<file path="src/rtl/pst_pkg.sv">
`timescale 1ns/1ps
// Shared definitions for the mask-selected serial shifter.
// Assumes the configuration word layout is fixed at 17 bits.
package pst_pkg;
    localparam int MASK_W = 8;
    localparam int BYTE_W = 8;
    localparam int CFG_W  = 2 * MASK_W + 1;
    localparam int BITS_PER_BYTE = BYTE_W;

    // Phase of the current bit; IDLE when no byte is in flight.
    typedef enum logic [1:0] {
        PH_IDLE = 2'd0,
        PH_LOW  = 2'd1,
        PH_DATA = 2'd2,
        PH_HIGH = 2'd3
    } phase_t;

    // Packed so that bit 16 is the order flag, 15:8 data mask, 7:0 clock mask.
    typedef struct packed {
        logic              msb_first;
        logic [MASK_W-1:0] dat;
        logic [MASK_W-1:0] clk;
    } cfg_t;
endpackage

</file>
<file path="src/rtl/pst_cfg.sv">
`timescale 1ns/1ps
// Configuration holder: validates a configuration write against the
// writable and output-enabled pins and keeps the accepted masks.
// Assumes the caller has already blocked writes during shifting.
module pst_cfg
    import pst_pkg::*;
(
    input  logic              clk,
    input  logic              rst_n,
    input  logic              wr_en,
    input  cfg_t              word,
    input  logic [MASK_W-1:0] writable,
    input  logic [MASK_W-1:0] oe,
    output logic [MASK_W-1:0] clk_mask,
    output logic [MASK_W-1:0] dat_mask,
    output logic              msb_first,
    output logic              take,
    output logic              cfg_err
);
    logic fits;

    // Both masks must reach a writable pin and an enabled output.
    assign fits = (|(word.clk & writable)) && (|(word.dat & writable)) &&
                  (|(word.clk & oe))       && (|(word.dat & oe));
    assign take = wr_en && fits;

    // Store accepted masks, clear them on refusal, pulse the error flag.
    always_ff @(posedge clk) begin
        if (!rst_n) begin
            clk_mask  <= '0;
            dat_mask  <= '0;
            msb_first <= 1'b0;
            cfg_err   <= 1'b0;
        end else begin
            cfg_err <= 1'b0;
            if (wr_en) begin
                if (fits) begin
                    clk_mask  <= word.clk;
                    dat_mask  <= word.dat;
                    msb_first <= word.msb_first;
                end else begin
                    clk_mask <= '0;
                    dat_mask <= '0;
                    cfg_err  <= 1'b1;
                end
            end
        end
    end

    // a refusal always leaves both masks empty
    a_r2_reject_clears: assert property (@(posedge clk) disable iff (!rst_n)
        cfg_err |-> (clk_mask == '0 && dat_mask == '0));
endmodule

</file>
<file path="src/rtl/pst_seq.sv">
`timescale 1ns/1ps
// Bit sequencer: walks one byte through eight bits of three phases each.
// It emits one-cycle events that tell the pin holder what to change on
// the next edge. Assumes start is only raised while idle.
module pst_seq
    import pst_pkg::*;
#(
    parameter int PHASE_W = 8
) (
    input  logic               clk,
    input  logic               rst_n,
    input  logic               start,
    input  logic [BYTE_W-1:0]  byte_in,
    input  logic               msb_first,
    input  logic [PHASE_W-1:0] phase_len,
    output logic               busy,
    output logic               ev_lo,
    output logic               ev_data,
    output logic               ev_bit,
    output logic               ev_hi
);
    localparam int IDX_W = $clog2(BITS_PER_BYTE);
    localparam logic [IDX_W-1:0] LAST_IDX = IDX_W'(BITS_PER_BYTE - 1);

    phase_t             ph;
    logic [PHASE_W-1:0] cnt;
    logic [PHASE_W-1:0] n_lat;
    logic [IDX_W-1:0]   bitn;
    logic [BYTE_W-1:0]  sh;
    logic               msb_lat;
    logic               last;
    logic [3:0]         hi_seen;

    assign busy    = (ph != PH_IDLE);
    assign last    = (cnt == n_lat - 1'b1);
    assign ev_lo   = start || (ph == PH_HIGH && last && bitn != LAST_IDX);
    assign ev_data = (ph == PH_LOW) && last;
    assign ev_hi   = (ph == PH_DATA) && last;
    assign ev_bit  = msb_lat ? sh[BYTE_W-1] : sh[0];

    // Phase, cycle counter, bit index and shift register.
    always_ff @(posedge clk) begin
        if (!rst_n) begin
            ph      <= PH_IDLE;
            cnt     <= '0;
            n_lat   <= PHASE_W'(1);
            bitn    <= '0;
            sh      <= '0;
            msb_lat <= 1'b0;
        end else if (start) begin
            ph      <= PH_LOW;
            cnt     <= '0;
            n_lat   <= (phase_len == '0) ? PHASE_W'(1) : phase_len;
            bitn    <= '0;
            sh      <= byte_in;
            msb_lat <= msb_first;
        end else if (busy) begin
            if (!last) begin
                cnt <= cnt + 1'b1;
            end else begin
                cnt <= '0;
                case (ph)
                    PH_LOW:  ph <= PH_DATA;
                    PH_DATA: ph <= PH_HIGH;
                    PH_HIGH: begin
                        if (bitn == LAST_IDX) begin
                            ph <= PH_IDLE;
                        end else begin
                            ph   <= PH_LOW;
                            bitn <= bitn + 1'b1;
                            sh   <= msb_lat ? (sh << 1) : (sh >> 1);
                        end
                    end
                    default: ph <= PH_IDLE;
                endcase
            end
        end
    end

    // Counts clock rises within the current byte, for the pulse check.
    always_ff @(posedge clk) begin
        if (!rst_n || start) hi_seen <= '0;
        else if (ev_hi)      hi_seen <= hi_seen + 1'b1;
    end

    // the last high phase ends after exactly eight clock rises
    a_r6_eight_pulses: assert property (@(posedge clk) disable iff (!rst_n)
        (ph == PH_HIGH && last && bitn == LAST_IDX) |-> (hi_seen == 4'd8));

    // the high phase is only reached from the data phase
    a_r4_phase_order: assert property (@(posedge clk) disable iff (!rst_n)
        (ph == PH_HIGH) |-> ($past(ph) == PH_DATA || $past(ph) == PH_HIGH));
endmodule

</file>
<file path="src/rtl/pst_pinmux.sv">
`timescale 1ns/1ps
// Pin holder: keeps the levels driven on the selected pins and merges
// them with the port's ordinary value. Assumes events and load never
// occur together (load only happens while idle).
module pst_pinmux
    import pst_pkg::*;
(
    input  logic              clk,
    input  logic              rst_n,
    input  logic              load,
    input  logic [MASK_W-1:0] base_lo,
    input  logic [MASK_W-1:0] clk_mask,
    input  logic [MASK_W-1:0] dat_mask,
    input  logic              ev_lo,
    input  logic              ev_data,
    input  logic              ev_bit,
    input  logic              ev_hi,
    output logic [MASK_W-1:0] pins_lo
);
    logic [MASK_W-1:0] held;
    logic [MASK_W-1:0] held_nx;
    logic [MASK_W-1:0] drv;

    // Apply clock-low, data and clock-high updates in that order.
    always_comb begin
        held_nx = held;
        if (ev_lo)   held_nx = held_nx & ~clk_mask;
        if (ev_data) held_nx = ev_bit ? (held_nx | dat_mask) : (held_nx & ~dat_mask);
        if (ev_hi)   held_nx = held_nx | clk_mask;
    end

    // Held levels: seeded from the port on configuration, then shifted.
    always_ff @(posedge clk) begin
        if (!rst_n)    held <= '0;
        else if (load) held <= base_lo;
        else           held <= held_nx;
    end

    assign drv     = clk_mask | dat_mask;
    assign pins_lo = (held & drv) | (base_lo & ~drv);
endmodule

</file>
<file path="src/rtl/pin_shift_tx.sv">
`timescale 1ns/1ps
// Mask-selected serial bit shifter, top level. Takes a configuration word
// and bytes over valid/ready, and drives the selected low port pins as a
// serial clock and data. Assumes PORT_W >= 8 and that WRITABLE is fixed.
module pin_shift_tx
    import pst_pkg::*;
#(
    parameter int               PORT_W   = 18,
    parameter int               PHASE_W  = 8,
    parameter logic [PORT_W-1:0] WRITABLE = {PORT_W{1'b1}}
) (
    input  logic               clk,
    input  logic               rst_n,
    input  logic               cfg_wr,
    input  logic [CFG_W-1:0]   cfg_word,
    input  logic [MASK_W-1:0]  pin_oe,
    input  logic [PHASE_W-1:0] phase_len,
    input  logic               byte_valid,
    input  logic [BYTE_W-1:0]  byte_data,
    output logic               byte_ready,
    input  logic [PORT_W-1:0]  port_base,
    output logic [PORT_W-1:0]  port_out,
    output logic               cfg_err,
    output logic               perm_err
);
    localparam int HIGH_W = PORT_W - MASK_W;

    cfg_t              word_in;
    logic [MASK_W-1:0] clk_mask;
    logic [MASK_W-1:0] dat_mask;
    logic [MASK_W-1:0] pins_lo;
    logic              msb_first;
    logic              cfg_take;
    logic              cfg_en;
    logic              busy;
    logic              masks_ok;
    logic              accept;
    logic              ev_lo, ev_data, ev_bit, ev_hi;

    assign word_in    = cfg_t'(cfg_word);
    assign masks_ok   = (|clk_mask) && (|dat_mask);
    assign byte_ready = !busy && masks_ok;
    assign accept     = byte_valid && byte_ready;
    assign cfg_en     = cfg_wr && !busy && !accept;

    // Flag a byte offered while no usable configuration exists.
    always_ff @(posedge clk) begin
        if (!rst_n) perm_err <= 1'b0;
        else        perm_err <= byte_valid && !busy && !masks_ok;
    end

    pst_cfg u_cfg (
        .clk       (clk),
        .rst_n     (rst_n),
        .wr_en     (cfg_en),
        .word      (word_in),
        .writable  (WRITABLE[MASK_W-1:0]),
        .oe        (pin_oe),
        .clk_mask  (clk_mask),
        .dat_mask  (dat_mask),
        .msb_first (msb_first),
        .take      (cfg_take),
        .cfg_err   (cfg_err)
    );

    pst_seq #(.PHASE_W(PHASE_W)) u_seq (
        .clk       (clk),
        .rst_n     (rst_n),
        .start     (accept),
        .byte_in   (byte_data),
        .msb_first (msb_first),
        .phase_len (phase_len),
        .busy      (busy),
        .ev_lo     (ev_lo),
        .ev_data   (ev_data),
        .ev_bit    (ev_bit),
        .ev_hi     (ev_hi)
    );

    pst_pinmux u_pins (
        .clk      (clk),
        .rst_n    (rst_n),
        .load     (cfg_take),
        .base_lo  (port_base[MASK_W-1:0]),
        .clk_mask (clk_mask),
        .dat_mask (dat_mask),
        .ev_lo    (ev_lo),
        .ev_data  (ev_data),
        .ev_bit   (ev_bit),
        .ev_hi    (ev_hi),
        .pins_lo  (pins_lo)
    );

    // Upper port bits pass straight through when the port is wider than a mask.
    generate
        if (HIGH_W > 0) begin : g_wide
            assign port_out = {port_base[PORT_W-1:MASK_W], pins_lo};
        end else begin : g_narrow
            assign port_out = pins_lo;
        end
    endgenerate

    // data pins hold steady across the clock rise
    a_r4_data_at_rise: assert property (@(posedge clk) disable iff (!rst_n)
        (busy && $past(ev_hi)) |-> $stable(pins_lo & dat_mask & ~clk_mask));

    // a permission error follows a refused offer
    a_r3_perm_cause: assert property (@(posedge clk) disable iff (!rst_n)
        perm_err |-> $past(byte_valid && !byte_ready && !busy));

    // masks cannot change while a byte is in flight
    a_r8_cfg_locked: assert property (@(posedge clk) disable iff (!rst_n)
        (busy && cfg_wr) |=> ($stable(clk_mask) && $stable(dat_mask)));

    // no readiness without both masks
    a_r3_ready_needs_masks: assert property (@(posedge clk) disable iff (!rst_n)
        (clk_mask == '0 || dat_mask == '0) |-> !byte_ready);
endmodule

</file>
<file path="config.mk">
export PLATFORM = sky130hd
export DESIGN_NAME = pin_shift_tx
export DESIGN_NICKNAME = d
export VERILOG_FILES = /design/src/rtl/pst_pkg.sv /design/src/rtl/pst_cfg.sv /design/src/rtl/pst_seq.sv /design/src/rtl/pst_pinmux.sv /design/src/rtl/pin_shift_tx.sv
export SDC_FILE = /design/constraint.sdc
export NUM_CORES = 1
export LEC_CHECK = 0
export BUFFER_PORTS_ARGS = -buffer_cell sky130_fd_sc_hd__buf_4
export CAP_MARGIN = 0
export CORE_UTILIZATION = 40
export DETAILED_ROUTE_END_ITERATION = 6
export PLACE_DENSITY = 0.74
export SLEW_MARGIN = 20
export SYNTH_ARGS = -nofsm -noshare
export SYNTH_HDL_FRONTEND = slang
export SYNTH_SLANG_ARGS = --single-unit
</file>
<file path="constraint.sdc">
create_clock -name clk -period 4.5 [get_ports clk]
set_input_delay 0.9 -clock clk [delete_from_list [all_inputs] [get_ports clk]]
set_output_delay 0.9 -clock clk [all_outputs]
set_load 0.01 [all_outputs]
</file>
* After elaboration in Yosys (flattened, before gate mapping)
Cells that the tools add are included.
** Storage, ports and cells
- Output and inout bits :: 21
- Memories kept :: 0
- Bits in read-only memories :: 0
- Bits in writable memories :: 0
- Register bits after elaboration :: 57
- Input bits :: 63
- Latch bits :: 0
- Logic and storage cells :: 97
** Cells by class
- Reductions and logical operators :: 37
- Equality and inequality tests :: 7
- Multiplexer cells :: 22
- Shifts and indexed selects :: 0
- Add/subtract/negate cells :: 3
- Bitwise operators :: 15
- $lt $le $gt $ge :: 0
- Div/mod/pow operators :: 0
- Multipliers :: 0
** Operator list (number)
- $mux W8 :: 15
- $and A8 B8 Y8 :: 6
- $reduce_or A8 Y1 :: 6
- $or A8 B8 Y8 :: 4
- $not A8 Y8 :: 3
- $logic_and A1 B1 Y1 :: 15
- $add A8 B1 Y8 const B :: 1
- $eq A8 B8 Y1 :: 1
- $logic_not A8 Y1 :: 1
- $reduce_and A2 Y1 :: 4
- $reduce_and A4 Y1 :: 2
- $reduce_bool A2 Y1 :: 4
- $sub A8 B1 Y8 const B :: 1
- $mux W1 :: 6
- $pmux W2 S3 :: 1
- $eq A2 B2 Y1 const B :: 2
- $add A3 B1 Y3 const B :: 1
- $eq A3 B3 Y1 const B :: 1
- $logic_not A1 Y1 :: 3
- $ne A3 B3 Y1 const B :: 1
- $eq A2 B1 Y1 const B :: 1
- $ne A2 B2 Y1 const B :: 1
- $not A1 Y1 :: 2
- $reduce_or A2 Y1 :: 1
- $logic_or A1 B1 Y1 :: 1

* Depth between registers and ports, before layout
Gate-level depths: netlist of the first run.
- Word-level depth :: 12
- Depth in mapped cells :: 10

* By module
From an unflattened synthesis of the first run, not the netlist that was laid out.
** Second synthesis, totals
- Cell total of the unflattened synthesis :: 380
- Area, all modules :: 3372.0 µm²
** Modules (own cells, without submodules)
- pst_seq :: times used 1, cells each 216, area an instance 1839.3 µm²
- pst_cfg :: times used 1, cells each 67, area an instance 730.7 µm²
- pst_pinmux :: times used 1, cells each 71, area an instance 618.1 µm²
- pin_shift_tx :: times used 1, cells each 26, area an instance 183.9 µm²

* Worst setup path before layout of the first run
No wires, ideal clock.
- Kind :: reg-to-output
- Start point :: register u_seq.ph[0]
- End point :: output port byte_ready
- Path slack :: 2.223 ns
- Stages on the path, launching flop included :: 6
- Path buffers :: 1
- Data arrival time :: 1.377 ns
- Path through :: dfxtp_1 inv_1 ha_1 clkbuf_1 clkinv_1 nor3_1
** Between the ends
- Word-level cells in the longest chain between the ends :: 3
** RTL lines
- from (decl) :: line pst_seq.sv:25 : phase_t ph;
- from (signal assigned) :: line pst_seq.sv:44 : ph <= PH_IDLE;
- from (signal assigned) :: line pst_seq.sv:51 : ph <= PH_LOW;
- from (signal assigned) :: line pst_seq.sv:63 : PH_LOW: ph <= PH_DATA;
- $reduce_bool A2 Y1 :: line pst_seq.sv:34 : assign busy = (ph != PH_IDLE);
- $logic_not A1 Y1 :: line pin_shift_tx.sv:42 : assign byte_ready = !busy && masks_ok;
- $logic_and A1 B1 Y1 :: line pin_shift_tx.sv:42
- to (decl) :: line pin_shift_tx.sv:20 : output logic byte_ready,
No other way between the ends.

* Worst setup path in the final report of the first run
Ends and elaborated chain as after synthesis.

==> flow_summary.json, run 1 <==
{
  "run_status": "completed",
  "arrival_ps": 2110,
  "irDropWorstVdd_mv": 0.199,
  "clk_latency_ps": 340,
  "drt-pass1-iter-count": 6,
  "synth-seq-cells": 57,
  "critPathKind": "flip-flop to output pin",
  "power_leakage_nw": 1.57,
  "drc": 0,
  "first_iter_violations": 234,
  "end_kind": "output pin",
  "die_w_um": 94.7,
  "totalWireLength_um": 9150,
  "track_usage_pct": 21.4,
  "dp_hpwl_um": 6460,
  "synth_cells": 410,
  "htree_levels": 3,
  "grt_pass1_vias": 3125,
  "avgSynthCellArea_um2": 8.38,
  "cts_hold_buf": 0,
  "final.setup.tns_ps": 0,
  "crit_path_max_fanout": 10,
  "cts-buffers-inserted": 9,
  "whs_ps": 456,
  "post_cts_resized": 0,
  "cp-start-kind": "flip-flop",
  "fin_util_pct": 49.0,
  "fin_area_mm2": 0.00405,
  "fill_cells": 809,
  "max_freq_mhz": 332,
  "path_depth": 5,
  "ys_seq_area_share_pct": 33.2,
  "antennaDiodeCount": 0,
  "power.total_mw": 1.87,
  "min_path_cells": 2,
  "drv_cap": 0,
  "cts_root_buffer": "clkbuf_8",
  "crit_family": "buffers and inverters",
  "post-route-min-period_ps": 3010,
  "gp_congestion": 0.876,
  "ios": 84,
  "synthArstFlopShare_pct": 0,
  "post_cts_buffers": 0,
  "synth_fp_nets": 481,
  "die-area_mm2": 0.00896,
  "rows": 33,
  "clock_path_buffers": 2,
  "start_util_pct": 41.6,
  "path_buf_inv": 3,
  "rsz0062_at_grt": "no",
  "yosysWarnings": 0,
  "post-route-period-util_pct": 67.0,
  "slew_headroom_pct": 35.5,
  "max_stage_delay_ps": 400,
  "fin_skew_ps": 10.4,
  "slowest_stage": "nor3_1",
  "ant_nets": 0,
  "synth_edf_count": 0,
  "io_buffer_count": 63,
  "die_h_um": 94.7,
  "yosysUniqueCellTypes": 56,
  "p_per_area_mw_per_mm2": 462,
  "min_path_type": "flip-flop to flip-flop",
  "cts_sinks": 57,
  "clkTransAtPathRegs_ps": 60,
  "drive_gt1_share_pct": 22.8,
  "hold_viol_final": 0,
  "worst_slew_pin_slew_ps": 962,
  "ys.flop_type": "dfxtp_1",
  "grt_max_degree": 36,
  "syn2layout_area_growth_pct": 17.9,
  "dpl_cell_area_mm2": 0.00385,
  "grt_antenna_before_repair": 0,
  "nNetsFinal": 518,
  "r2r_slack_ps": 1780,
  "final-max-slew-violation-count": 0,
  "setup_viol_count_final": 0,
  "worstRegToRegCells": 8,
  "crit_chain": "inv_1 -> ha_1 -> clkinv_1 -> nor3_1 -> buf_4",
  "cts_tree": "yes",
  "worstPathRequired_ps": 3600,
  "grt_remaining_overflow": 0,
  "via_count": 3249,
  "syn_area_mm2": 0.00344,
  "grt_pass1_wl_um": 14800,
  "viasPerCell": 5.84,
  "wl_per_cell_um": 16.4,
  "core_mm2": 0.00826
}
==> layout by cell type, fill, tap and decap left out, types with 11 or more instances in the layout <==
cell type and count:
dfxtp_1 57, a22oi_1 36, clkbuf_8 11, buf_4 64, o211ai_1 15, nand2_1 45, a21oi_1 16, nor2_1 43
mux2i_1 15, nand4_1 13
==> worst min-delay path, delay by kind of cell, from the launching register on <==
| family | cells | cell delay, ps |
|---|---|---|
| flip-flops | 1 | 310 |
| AO/OA/AOI/OAI | 1 | 50 |
| AND/OR/NAND/NOR | 1 | 50 |
==> final timing paths <==
check                        from       endpoint
setup / recovery      u_seq.ph[0]     byte_ready
hold reg to reg   u_cfg.msb_first  u_seq.msb_lat
setup reg to reg   u_seq.n_lat[0]    u_seq.sh[6]
hold / removal    u_cfg.msb_first  u_seq.msb_lat
==> layout make-up <==
class	instances	area (um^2)	share of cell area (%)
timing repair buffer	64	480	11.9
inverter	8	30.0	0.741
multi-input combinational	307	2070	51.2
sequential	57	1140	28.2
tap	105	131	3.24
clock inverter	3	40.0	0.989
clock buffer	12	155	3.83
==> power by group <==
part | switching (mW) | internal, mW | total, mW
clock | 0.200 | 0.281 | 0.481
sequential | 0.0770 | 0.566 | 0.643
combinational | 0.480 | 0.268 | 0.748
==> through the flow <==
stage          worst slack, ps  std cells
2_1_floorplan             2220        410
3_3_place_gp              1830        541
3_5_place_dp              1800        541
4_1_cts                   1450        556
5_1_grt                   1300        556
6_report                  1490        556
==> Yosys cell counts (all sizes together) (2+ instances only) <==
| cell | instances | area (um^2) |
|---|---|---|
| a211o | 3 | 26.3 |
| a21boi | 6 | 45.0 |
| a21o | 2 | 15.0 |
| a21oi | 17 | 96.4 |
| a22o | 4 | 35.0 |
| a22oi | 36 | 270 |
| a31o | 4 | 35.0 |
| a31oi | 5 | 46.3 |
| and2 | 3 | 18.8 |
| and3 | 3 | 18.8 |
| and4 | 2 | 17.5 |
| buf | 22 | 144 |
| clkbuf | 16 | 60.1 |
| clkinv | 2 | 7.51 |
| dfxtp | 57 | 1140 |
| ha | 8 | 100 |
| inv | 6 | 22.5 |
| mux2 | 9 | 101 |
| mux2i | 15 | 150 |
| nand2 | 47 | 181 |
| nand3 | 10 | 50.1 |
| nand4 | 13 | 81.3 |
| nand4b | 2 | 23.8 |
| nor2 | 46 | 185 |
| nor2b | 5 | 31.3 |
| nor3 | 5 | 30.0 |
| nor3b | 2 | 15.0 |
| nor4b | 2 | 17.5 |
| o211ai | 15 | 113 |
| o21ai | 6 | 30.0 |
| o41ai | 6 | 52.6 |
| or4 | 6 | 48.8 |
| xnor2 | 9 | 78.8 |
| xor2 | 6 | 52.6 |
==> cells by family (layout without fill, tap and decap cells) <==
logic type      Yosys count  after routing  share of synthesized area, %
fa+ha+maj                 8              8                          2.91
buf+inv                  46             87                          6.81
simple gates            152            152                          22.2
compound gates          108            108                          23.7
flops                    57             57                          33.2
xor+xnor                 15             15                          3.82
mux                      24             24                          7.32
==> per-layer routing <==
metal	track usage, %	vias up	share of wire [%]	wire length [um]
met4	8.46	0	1.0	93
met1	27.5	1520	44	4020
met2	35.0	135	48	4410
met5	0	-	0	0
li1	-	1578	-	-
met3	4.43	16	6.8	625
==> registers in the layout, indices dropped and copies added, names as in the netlist <==
signal / count
u_cfg.clk_mask: 8
u_cfg.dat_mask: 8
u_pins.held: 8
u_seq.cnt: 8
u_seq.n_lat: 8
u_seq.sh: 8
u_seq.bitn: 3
u_seq.ph: 2
perm_err: 1
u_cfg.cfg_err: 1
u_cfg.msb_first: 1
u_seq.msb_lat: 1
No activity file was read; power rests on OpenSTA's default activity.
==> run 2: changes to the inputs <==
PLACE_DENSITY = 0.76   (was 0.74)
clock period = 2.7 ns   (was 4.5 ns; I/O delays follow)
==> run 2 against run 1 <==
Compared with the run above:
- highest routed layer unchanged
- non-clock buffer count is 15 higher
- combinational power is 83% higher
- sequential power is 66% higher
- critical path depth stayed put
- hold slack worse by 18 ps
- critical path type unchanged
- critical endpoint unchanged
- count of clock-buffer cells in the layout is 1 lower
==> flow_summary.json, run 2 (synthesis gave the netlist of run 1 again) <==
{
  "run_status": "completed",
  "grt_remaining_overflow": 0,
  "ant_nets": 0,
  "grt_max_degree": 30,
  "via_count": 3329,
  "syn2layout_area_growth_pct": 20.1,
  "end_kind": "output pin",
  "crit_path_max_fanout": 10,
  "final_cells": 571,
  "power_leakage_nw": 1.63,
  "grt_antenna_before_repair": 0,
  "hold_viol_final": 0,
  "post_cts_resized": 0,
  "highest_layer": "met4",
  "setup_slack_ps": 136,
  "rows": 33,
  "critPathKind": "flip-flop to output pin",
  "fin_skew_ps": 8.03,
  "fin_util_pct": 50.0,
  "crit_chain": "inv_1 -> ha_1 -> clkinv_1 -> nor3_2 -> buf_4",
  "sw_frac_of_total_pct": 41.4,
  "drive_gt1_share_pct": 25.3,
  "grt_pass1_wl_um": 15600,
  "cp-start-kind": "flip-flop",
  "routed-wl-met3_um": 720,
  "die_h_um": 94.7,
  "post_cts_buffers": 0,
  "grt_pass1_vias": 3304,
  "track_usage_pct": 22.8,
  "antennaDiodeCount": 0,
  "clkTransAtPathRegs_ps": 70,
  "cts_hold_buf": 0,
  "drt-pass1-iter-count": 4,
  "irDropWorstVdd_mv": 0.320,
  "totalWireLength_um": 9560,
  "final-max-slew-violation-count": 0,
  "reg2reg_from": "u_seq.ph[0]",
  "max_stage_delay_ps": 360,
  "final_cell_mix": "79 x buf_4, 57 x dfxtp_1, 45 x nand2_1",
  "htree_levels": 3,
  "post-route-min-period_ps": 2560,
  "nNetsFinal": 533,
  "holdCritStartpoint": "cfg_word[16]",
  "power.total_mw": 3.12,
  "slew_headroom_pct": 59.0,
  "first_iter_violations": 204,
  "clk_latency_ps": 350,
  "crit_start": "u_seq.ph[0]",
  "start_util_pct": 41.6,
  "clockPowerShare_pct": 22.1,
  "arrival_ps": 2020,
  "clock_path_buffers": 2,
  "whs_ps": 438,
  "dpl.cell_count": 556,
  "seq_power_share_pct": 34.1,
  "power.internal_mw": 1.83,
  "dpl_cell_area_mm2": 0.00396,
  "die_w_um": 94.7,
  "gp_congestion": 0.860,
  "dp_hpwl_um": 6940,
  "switchingPower_mw": 1.29,
  "dr_wl_met2_um": 4670,
  "final.setup.tns_ps": 0,
  "met1_length_um": 4010,
  "cts-buffers-inserted": 9,
  "io_buffer_count": 63,
  "combPwrFrac_pct": 43.8,
  "drc": 0,
  "drv_cap": 0,
  "cts_tree": "yes",
  "max_freq_mhz": 390,
  "post-route-period-util_pct": 95.0,
  "wl_per_cell_um": 16.7,
  "slowest_stage": "dfxtp_1",
  "setup_viol_count_final": 0,
  "fin_area_mm2": 0.00413,
  "ios": 84,
  "core_mm2": 0.00826,
  "cts_sinks": 57,
  "viasPerCell": 5.83,
  "layout_commonest_cell": "buf_4",
  "worst_slew_pin_slew_ps": 614,
  "rsz0062_at_grt": "no",
  "min_path_type": "primary input to flip-flop",
  "die-area_mm2": 0.00896,
  "worstPathRequired_ps": 2160,
  "r2r_slack_ps": 330,
  "dp_worst_setup_slack_ps": 385,
  "p_per_area_mw_per_mm2": 757,
  "cts_root_buffer": "clkbuf_8"
}
[run 2: power groups by stage]
stage | Sequential, mW | Combinational, mW | Clock (mW)
2_1_floorplan | 1.03 | 0.952 | 0
3_3_place_gp | 1.07 | 1.31 | 0
3_5_place_dp | 1.08 | 1.34 | 0
4_1_cts | 1.06 | 1.35 | 0.698
5_1_grt | 1.08 | 1.49 | 0.737
6_report | 1.07 | 1.37 | 0.690
[run 2: final timing paths]
check | end | cells past startpoint
setup reg to reg | u_pins.held[4] | 7
hold reg to reg | u_seq.msb_lat | 2
hold / removal | u_cfg.msb_first | 3
setup / recovery | byte_ready | 5
[run 2: layout make-up]
type / instances / area (um^2)
clock buffer: 11 / 141
clock inverter: 4 / 20.0
fill: 807 / 4130
inverter: 8 / 30.0
multi-input combinational: 307 / 2070
sequential: 57 / 1140
tap: 105 / 131
timing repair buffer: 79 / 593
[run 2: worst max-delay path: cells and delay by family, from the launching register on]
kind,cells,cell delay [ps]
adder cells (fa/ha/maj),1,350
buffers and inverters,3,630
flip-flops,1,360
AND/OR/NAND/NOR,1,340
[run 2: metal layers]
metal  GRT usage, %  vias up
li1               -     1600
met1           27.0     1570
met2           39.6      142
met3           5.48       17
met4           8.46        0
met5              0        -
